**src/rtl/i2cev_pkg.sv**
```systemverilog
package i2cev_pkg;

    localparam int EV_N   = 7;
    localparam int DATA_W = 16;
    localparam int ADDR_W = 6;
    localparam int CODE_W = $clog2(EV_N + 1);

    typedef logic [EV_N-1:0]   ev_vec_t;
    typedef logic [CODE_W-1:0] code_t;
    typedef logic [DATA_W-1:0] word_t;
    typedef logic [ADDR_W-1:0] addr_t;

    // event indices: the index is also the mask/status bit and fixes priority
    localparam int EV_ARB   = 0;
    localparam int EV_NACK  = 1;
    localparam int EV_ARDY  = 2;
    localparam int EV_RXRDY = 3;
    localparam int EV_TXRDY = 4;
    localparam int EV_STOP  = 5;
    localparam int EV_SLV   = 6;

    localparam addr_t OFS_MASK = 6'h04;
    localparam addr_t OFS_STAT = 6'h08;
    localparam addr_t OFS_RXD  = 6'h18;
    localparam addr_t OFS_TXD  = 6'h20;
    localparam addr_t OFS_VEC  = 6'h28;

    localparam int BIT_RXFULL = 11;
    localparam int BIT_BUSY   = 12;

    typedef enum logic [1:0] {
        RSEL_NONE,
        RSEL_MASK,
        RSEL_STAT,
        RSEL_VEC
    } rsel_t;

    typedef struct packed {
        logic mask_wr;
        logic stat_wr;
        logic vec_rd;
        logic rxd_rd;
        logic txd_wr;
    } access_t;

    function automatic ev_vec_t bit_of(input int idx);
        return ev_vec_t'(1) << idx;
    endfunction

    function automatic code_t idx_to_code(input int idx);
        return code_t'(idx + 1);
    endfunction

    // flags that a status write of one may retire
    localparam ev_vec_t W1C_SEL  = ev_vec_t'((1 << EV_ARDY) | (1 << EV_STOP));
    // flags that a vector read must not retire
    localparam ev_vec_t VEC_KEEP = ev_vec_t'((1 << EV_RXRDY) | (1 << EV_TXRDY));

endpackage

```
**src/rtl/i2cev_flag_bank.sv**
```systemverilog
module i2cev_flag_bank
    import i2cev_pkg::*;
(
    input  logic    clk,
    input  logic    rst,
    input  ev_vec_t set_pulse,
    input  ev_vec_t clr_req,
    output ev_vec_t flags
);

    for (genvar i = 0; i < EV_N; i++) begin : g_flag
        always_ff @(posedge clk) begin
            if (rst)
                flags[i] <= 1'b0;
            else if (set_pulse[i])
                flags[i] <= 1'b1;
            else if (clr_req[i])
                flags[i] <= 1'b0;
        end
    end

endmodule

```
**src/rtl/i2cev_prio.sv**
```systemverilog
module i2cev_prio
    import i2cev_pkg::*;
(
    input  ev_vec_t pend,
    output ev_vec_t sel_onehot,
    output code_t   code
);

    ev_vec_t seen;

    assign seen[0] = 1'b0;
    for (genvar i = 1; i < EV_N; i++) begin : g_chain
        assign seen[i] = seen[i-1] | pend[i-1];
    end

    for (genvar i = 0; i < EV_N; i++) begin : g_pick
        assign sel_onehot[i] = pend[i] & ~seen[i];
    end

    always_comb begin
        code = '0;
        for (int i = 0; i < EV_N; i++) begin
            if (sel_onehot[i])
                code = code | idx_to_code(i);
        end
    end

endmodule

```
**src/rtl/i2cev_regif.sv**
```systemverilog
module i2cev_regif
    import i2cev_pkg::*;
(
    input  logic    clk,
    input  logic    rst,
    input  logic    reg_wr,
    input  logic    reg_rd,
    input  addr_t   reg_addr,
    input  word_t   reg_wdata,
    input  ev_vec_t flags,
    input  code_t   code,
    input  logic    rx_full,
    input  logic    bus_busy,
    output access_t acc,
    output ev_vec_t mask,
    output word_t   rdata
);

    rsel_t rsel;
    word_t stat_word;
    word_t unused_wdata_hi;

    assign unused_wdata_hi = reg_wdata;

    always_comb begin
        acc         = '0;
        acc.mask_wr = reg_wr && (reg_addr == OFS_MASK);
        acc.stat_wr = reg_wr && (reg_addr == OFS_STAT);
        acc.txd_wr  = reg_wr && (reg_addr == OFS_TXD);
        acc.vec_rd  = reg_rd && (reg_addr == OFS_VEC);
        acc.rxd_rd  = reg_rd && (reg_addr == OFS_RXD);
    end

    always_ff @(posedge clk) begin
        if (rst)
            mask <= '0;
        else if (acc.mask_wr)
            mask <= reg_wdata[EV_N-1:0];
    end

    always_comb begin
        stat_word             = '0;
        stat_word[EV_N-1:0]   = flags;
        stat_word[BIT_RXFULL] = rx_full;
        stat_word[BIT_BUSY]   = bus_busy;
    end

    always_comb begin
        rsel = RSEL_NONE;
        if (reg_rd) begin
            case (reg_addr)
                OFS_MASK: rsel = RSEL_MASK;
                OFS_STAT: rsel = RSEL_STAT;
                OFS_VEC:  rsel = RSEL_VEC;
                default:  rsel = RSEL_NONE;
            endcase
        end
    end

    always_comb begin
        rdata = '0;
        case (rsel)
            RSEL_MASK: rdata[EV_N-1:0]   = mask;
            RSEL_STAT: rdata             = stat_word;
            RSEL_VEC:  rdata[CODE_W-1:0] = code;
            default:   rdata             = '0;
        endcase
    end

endmodule

```
**src/rtl/i2c_event_intc.sv**
```systemverilog
module i2c_event_intc
    import i2cev_pkg::*;
(
    input  logic              clk,
    input  logic              rst,
    input  logic              reg_wr,
    input  logic              reg_rd,
    input  logic [ADDR_W-1:0] reg_addr,
    input  logic [DATA_W-1:0] reg_wdata,
    output logic [DATA_W-1:0] reg_rdata,
    input  logic [EV_N-1:0]   ev_set,
    input  logic              rx_full_in,
    input  logic              bus_busy_in,
    output logic              irq
);

    access_t acc;
    ev_vec_t mask_q;
    ev_vec_t flags_q;
    ev_vec_t pend;
    ev_vec_t sel_onehot;
    ev_vec_t clr_req;
    code_t   vec_code;
    logic    irq_q;

    i2cev_regif u_regif (
        .clk       (clk),
        .rst       (rst),
        .reg_wr    (reg_wr),
        .reg_rd    (reg_rd),
        .reg_addr  (reg_addr),
        .reg_wdata (reg_wdata),
        .flags     (flags_q),
        .code      (vec_code),
        .rx_full   (rx_full_in),
        .bus_busy  (bus_busy_in),
        .acc       (acc),
        .mask      (mask_q),
        .rdata     (reg_rdata)
    );

    assign pend = flags_q & mask_q;

    i2cev_prio u_prio (
        .pend       (pend),
        .sel_onehot (sel_onehot),
        .code       (vec_code)
    );

    always_comb begin
        clr_req = '0;
        if (acc.stat_wr)
            clr_req = clr_req | (reg_wdata[EV_N-1:0] & W1C_SEL);
        if (acc.vec_rd)
            clr_req = clr_req | (sel_onehot & ~VEC_KEEP);
        if (acc.rxd_rd)
            clr_req = clr_req | bit_of(EV_RXRDY);
        if (acc.txd_wr)
            clr_req = clr_req | bit_of(EV_TXRDY);
    end

    i2cev_flag_bank u_flags (
        .clk       (clk),
        .rst       (rst),
        .set_pulse (ev_set),
        .clr_req   (clr_req),
        .flags     (flags_q)
    );

    always_ff @(posedge clk) begin
        if (rst)
            irq_q <= 1'b0;
        else
            irq_q <= |pend;
    end

    assign irq = irq_q;

endmodule

```
**config.mk**
```make
export PLATFORM = sky130hd
export DESIGN_NAME = i2c_event_intc
export DESIGN_NICKNAME = d
export VERILOG_FILES = /design/src/rtl/i2cev_pkg.sv /design/src/rtl/i2cev_flag_bank.sv /design/src/rtl/i2cev_prio.sv /design/src/rtl/i2cev_regif.sv /design/src/rtl/i2c_event_intc.sv
export SDC_FILE = /design/constraint.sdc
export NUM_CORES = 1
export LEC_CHECK = 0
export BUFFER_PORTS_ARGS = -buffer_cell sky130_fd_sc_hd__buf_2
export CAP_MARGIN = 5
export CORE_ASPECT_RATIO = 0.9
export CORE_MARGIN = 4
export CORE_UTILIZATION = 47
export DETAILED_ROUTE_END_ITERATION = 10
export GPL_ROUTABILITY_DRIVEN = 0
export PLACE_DENSITY = 0.83
export SLEW_MARGIN = 10
export SYNTH_ARGS = -nofsm -noshare
export SYNTH_HDL_FRONTEND = slang
export SYNTH_SLANG_ARGS = --single-unit
```
**constraint.sdc**
```tcl
create_clock -name clk -period 5.8 [get_ports clk]
set_clock_uncertainty 0.1 [all_clocks]
set_input_delay 0.87 -clock clk [delete_from_list [all_inputs] [get_ports clk]]
set_output_delay 0.87 -clock clk [all_outputs]
set_load 0.01 [all_outputs]
```
======== Yosys cells after proc, flatten, opt, wreduce, memory -nomap -nowiden ========
Index checks and enable logic that the tools add are counted.
storage, ports and cells
  logic and storage cells ................. 79
  memories kept ........................... 0
  latch bits .............................. 0
  bits in read-only memories .............. 0
  input port bits ......................... 35
  RAM bits ................................ 0
  bits in registers ....................... 15
cells by class
  multiply operators ...................... 0
  div/mod/pow operators ................... 0
  muxes and demuxes ....................... 30
  bitwise operators ....................... 19
  $add $sub $neg .......................... 0
  shift operators ......................... 0
  equal/unequal tests ..................... 8
  reduce and logical (&&, ||, !) cells .... 13
  order comparisons ....................... 0
operators by type and width
  cell                count
  $mux 1              15
  $reduce_bool 2->1   7
  $eq 6x6->1 const B  2
  $mux 3              4
  $mux 6              2
  $pmux 3 s3          1
  $pmux 4 s2          1
  $and 7x7->7         1
  $mux 7              1
  $or 6x7->7          1
  $reduce_or 7->1     1
  $and 1x1->1         6
  $eq 6x3->1 const B  1
  $eq 6x4->1 const B  1
  $eq 6x5->1 const B  1
  $mux 2              3
  $not 1->1           6
  $pmux 2 s3          1
  $logic_and 1x1->1   5
  $mux 5              1
  $or 1x1->1          5
  $eq 2x2->1 const B  2
  $mux 4              1
  $eq 2x1->1 const B  1

======== Depth between registers and ports, before layout ========
  depth after elaboration ................. 14
  depth in mapped cells ................... 8
  mapped depth without buffers ............ 6

======== Modules after synthesis ========
From an unflattened synthesis, not the netlist that was laid out.
unflattened totals
  cell total of the unflattened synthesis .. 140
  area, all modules ....................... 1209.9 um^2
modules (own cells, without submodules)
  module           area an instance (um^2)  instances  cells an instance
  i2cev_regif      643.1                    1          75
  i2cev_flag_bank  297.8                    1          28
  i2cev_prio       136.4                    1          20
  i2c_event_intc   132.6                    1          17

======== Least setup slack after synthesis ========
No wires, ideal clock.
  path kind ............................... input-to-output
  start point ............................. input reg_addr[1]
  end point ............................... output reg_rdata[0]
  cell stages on the path ................. 7
  arrival time ............................ 2.196 ns
  path slack .............................. 2.634 ns
  data required time ...................... 4.830 ns
  cells stage by stage .................... nor4b_4 nand3b_1 inv_1 ha_1 clkbuf_1 a22oi_1 o22ai_1
between the ends
  cells in the longest elaborated chain, start to end .. 5
  elaborated cells between the ends (all ways) .. 9
  classes of those cells .................. eq/ne: 6; mux: 3
ends and longest elaborated chain
  what                                      RTL line              RTL
  start: declaration                        i2c_event_intc.sv:8   input logic [ADDR_W-1:0] reg_addr,
  $eq 6x6->1 (tied with other cells)        i2cev_regif.sv:51     case (reg_addr)
  $pmux 2 s3 (*)                            i2cev_regif.sv:51
  $mux 2 (*)                                i2cev_regif.sv:50     if (reg_rd) begin
  $eq 2x2->1 or $eq 2x1->1 (tied branches)  i2cev_regif.sv:62     case (rsel)
  $pmux 3 s3 (*)                            i2cev_regif.sv:62
  end: declaration                          i2c_event_intc.sv:10  output logic [DATA_W-1:0] reg_rdata,
Mark *: on every way between the ends. The rest lies on a longest branch, timed or not.

======== Worst setup path after layout ========
  start point ............................. input reg_addr[3]
  end point ............................... output reg_rdata[0]
The elaborated chain is that of the path after synthesis.

==> key figures <==
Global routing
  • Gr usage total: 17.0%
  • Global-route wire length before repair: 3.92 mm
  • Largest net degree at the start of global routing: 16
  • GRT Residual Overflow: 0
  • Vias in the first global route: 967
  • Antenna violations before repair: 0

Critical path
  • CP arrival: approximately 2600 ps
  • FF-to-FF Start: u_regif.mask[1]
  • Crit Path Max Fanout: 9
  • Largest stage delay, worst path: 520 ps
  • CP max stage cell: nor3b_2
  • Worst path required time: a little under 5000 ps
  • Critical Path End Type: output port
  • Most used cell, CP: buf_2
  • Critical path, cell by cell: buf_2 > nor3b_2 > o21a_1 > inv_1 > ha_1 > a22oi_1 > o22ai_1 > buf_2
  • R2r endpoint: u_flags.flags[5]
  • CP Launch Type: primary input
  • Crit. Startpoint: reg_addr[3]
  • WS Path Type: primary input to output port
  • Register-to-Register Setup Slack: around 4300 ps
  • R2R depth: 4

Power and ir drop
  • Power share of the clock group: ~30%
  • Net Switching: 0.0491 mW
  • P_int: 0.144 mW
  • Reg power frac: 57.4%
  • Lkg Pwr: 0.479 nW
  • Power per cell area: 168 mW/mm^2
  • Comb power frac: 12.8%
  • Net Sw Frac: 25.4%
  • Worst vdd rail ir drop: 0.000145 V

Drt
  • Starting DRT DRC Count: 34
  • DR DRC count: 0
  • Routed vias: 1,019
  • Routed wire length: 2.35 mm
  • Vias per cell: 5.57
  • WL per Instance: 12.9 microns
  • Post-route ant nets: 0
  • DR pass1 iterations: 4

Timing
  • Slew headroom: 40.1%
  • Max Fclk: 0.279 GHz
  • Min cycle time layout: 3580 ps
  • Final Cycle Share: 61.8%
  • Final Hold Vio Count: 0
  • Worst slew pin tran: roughly 900 ps
  • RSZ-0062 raised after global routing: no
  • Setup violations, final: 0
  • Final TNS setup: 0 ps
  • Max-slew violations: 0

Synthesis
  • Synth area leaders: dfxtp_1 (31%), a21oi_1 (9.3%), a22oi_1 (7.0%)
  • Top-count cell post-synth: a21oi_1
  • Post-synth EDFFs: 0
  • Synth Flop Type: dfxtp_1
  • Synthesis Warnings: 0
  • Post-Syn Area per Cell: 7.82 sq um
  • Yosys cell types: 32
  • Async SR Flop Fraction: 0%
  • Fraction of synthesized cell area taken by the top area cell type: 31.0%
  • Sequential area share after synthesis: between 30% and 40%
  • Area leader, netlist: dfxtp_1
  • Post-synthesis register bit count: 15
  • Mapped Area: 970 sq um
  • Gate count of the mapped netlist: 124
  • Most frequent cells after synthesis: a21oi_1 (18), dfxtp_1 (15), nand2_1 (15)

Clock tree
  • Num CTS Buffers: 3
  • Worst skew pair latency: 270 ps
  • Worst-path clk slew: 90 ps
  • TritonCTS clock tree: done
  • Post-CTS setup repair buffer count: 0
  • H-tree Lvls: 1
  • Sink Count: 15
  • Clock tree buffer depth: 2
  • Hold buffer count at CTS: 0
  • # resized after CTS: 0
  • CTS root buffer: clkbuf_4

Place
  • Placed instance count: 179
  • DPL Wire Length: 1.88 mm
  • I/O Buffers: 35

Final layout
  • Area Overhead vs Synth: 19.0%
  • Fillers: 181
  • Antenna diodes: 0
  • Final std cells w/o fill: 183
  • Layout cell share with drive strength beyond 1: about a quarter
  • NumNets Final: 198
  • Final Util: 59.7%

Min path
  • Hold Crit Class: register to register
  • Worst Min Path Start: u_flags.flags[6]
  • Hold Path Stages: 2
  • WHS Endpoint: u_flags.flags[6]

Floorplan
  • # rows: 15
  • Die H: 51.1 microns
  • # IOs: between 50 and 60
  • Area of the die: 0.00285 sq mm
  • Chip Width: ~56 microns
  • Core area: 0.00193 sq mm
  • Initial core utilization: 50.2%

Job
  • Total of max-cap violations: 0

Status
  • Status: finished clean
[logic make-up after synthesis]
logic type | share of synthesized area (%)
adders and majority gates | 5.16
other | 0.387
AOI/OAI and AO/OA | 24.4
and+or+nand+nor | 30.2
DFF | 31.0
buffers and inverters | 8.90
[cell type report]
type | count | area [sq um] | area share [%]
clock buffer | 4 | 26.3 | 2.28
inverter | 4 | 15.0 | 1.30
multi-input combinational | 100 | 606 | 52.5
sequential | 15 | 300 | 26.0
tap | 25 | 31.3 | 2.71
timing repair buffer | 35 | 175 | 15.2
[critical path: cells and delay by family]
| family | cells | cell delay, ps |
|---|---|---|
| fa+ha+maj | 1 | 300 |
| simple gates | 1 | 520 |
| compound gates | 3 | 570 |
| buf+inv | 3 | 360 |
[placed cells by master, fill, tap and decap left out]
cell type,instances
buf_2,35
a21oi_1,18
nand2_1,15
dfxtp_1,15
nand3_1,13
a22oi_1,9
nor2_1,9
conb_1,7
inv_1,4
ha_1,4
clkbuf_4,3
o211ai_1,2
and2_1,2
nor4bb_1,2
nand4_1,2
nor3b_2,1
and3b_1,1
nor4b_4,1
o21a_1,1
nand3b_1,1
a22o_2,1
nor2b_1,1
nand2b_1,1
a32o_1,1
a221oi_1,1
o22ai_1,1
a222oi_1,1
nor3b_1,1
nor4b_2,1
a31oi_1,1
o21ai_0,1
nor3_1,1
clkbuf_1,1
[state kept, by name, summed over array words and instances (netlist names)]
name / count
u_flags.flags: 7
u_regif.mask: 7
irq: 1
[through the flow]
step,cell area [sq um],hold WS (ps),total power [mW],setup WS (ps)
after CTS,1150,426,0.194,2240
after detailed placement,1130,414,0.138,2250
after floorplan,992,363,0.128,2630
after global routing,1150,448,0.204,2080
final,1150,431,0.193,2220
after global placement,1130,387,0.137,2290
[power groups by stage]
stage / logic, mW / registers (mW) / clock network (mW)
after floorplan: 0.0157 / 0.112 / 0
after global placement: 0.0238 / 0.113 / 0
after detailed placement: 0.0246 / 0.113 / 0
after CTS: 0.0247 / 0.111 / 0.0584
after global routing: 0.0277 / 0.112 / 0.0647
final: 0.0248 / 0.111 / 0.0575
[layer usage]
| layer | routed length (microns) | vias to the layer above | track usage [%] |
|---|---|---|---|
| li1 | - | 512 | - |
| met3 | 215 | 4 | 4.04 |
| met2 | 1040 | 46 | 28.0 |
| met5 | 0 | - | 0 |
| met1 | 1080 | 457 | 21.7 |
| met4 | 14 | 0 | 6.72 |
[how the worst max path moves through the flow]
stage | to | slack [ps] | cells past startpoint
final | reg_rdata[0] | 2220 | 8
after global routing | reg_rdata[0] | 2080 | 8
after floorplan | reg_rdata[0] | 2630 | 7
after detailed placement | reg_rdata[0] | 2250 | 8
after CTS | reg_rdata[0] | 2240 | 8
after global placement | reg_rdata[0] | 2290 | 8
Note: power is estimated with default switching activity, not from simulation.
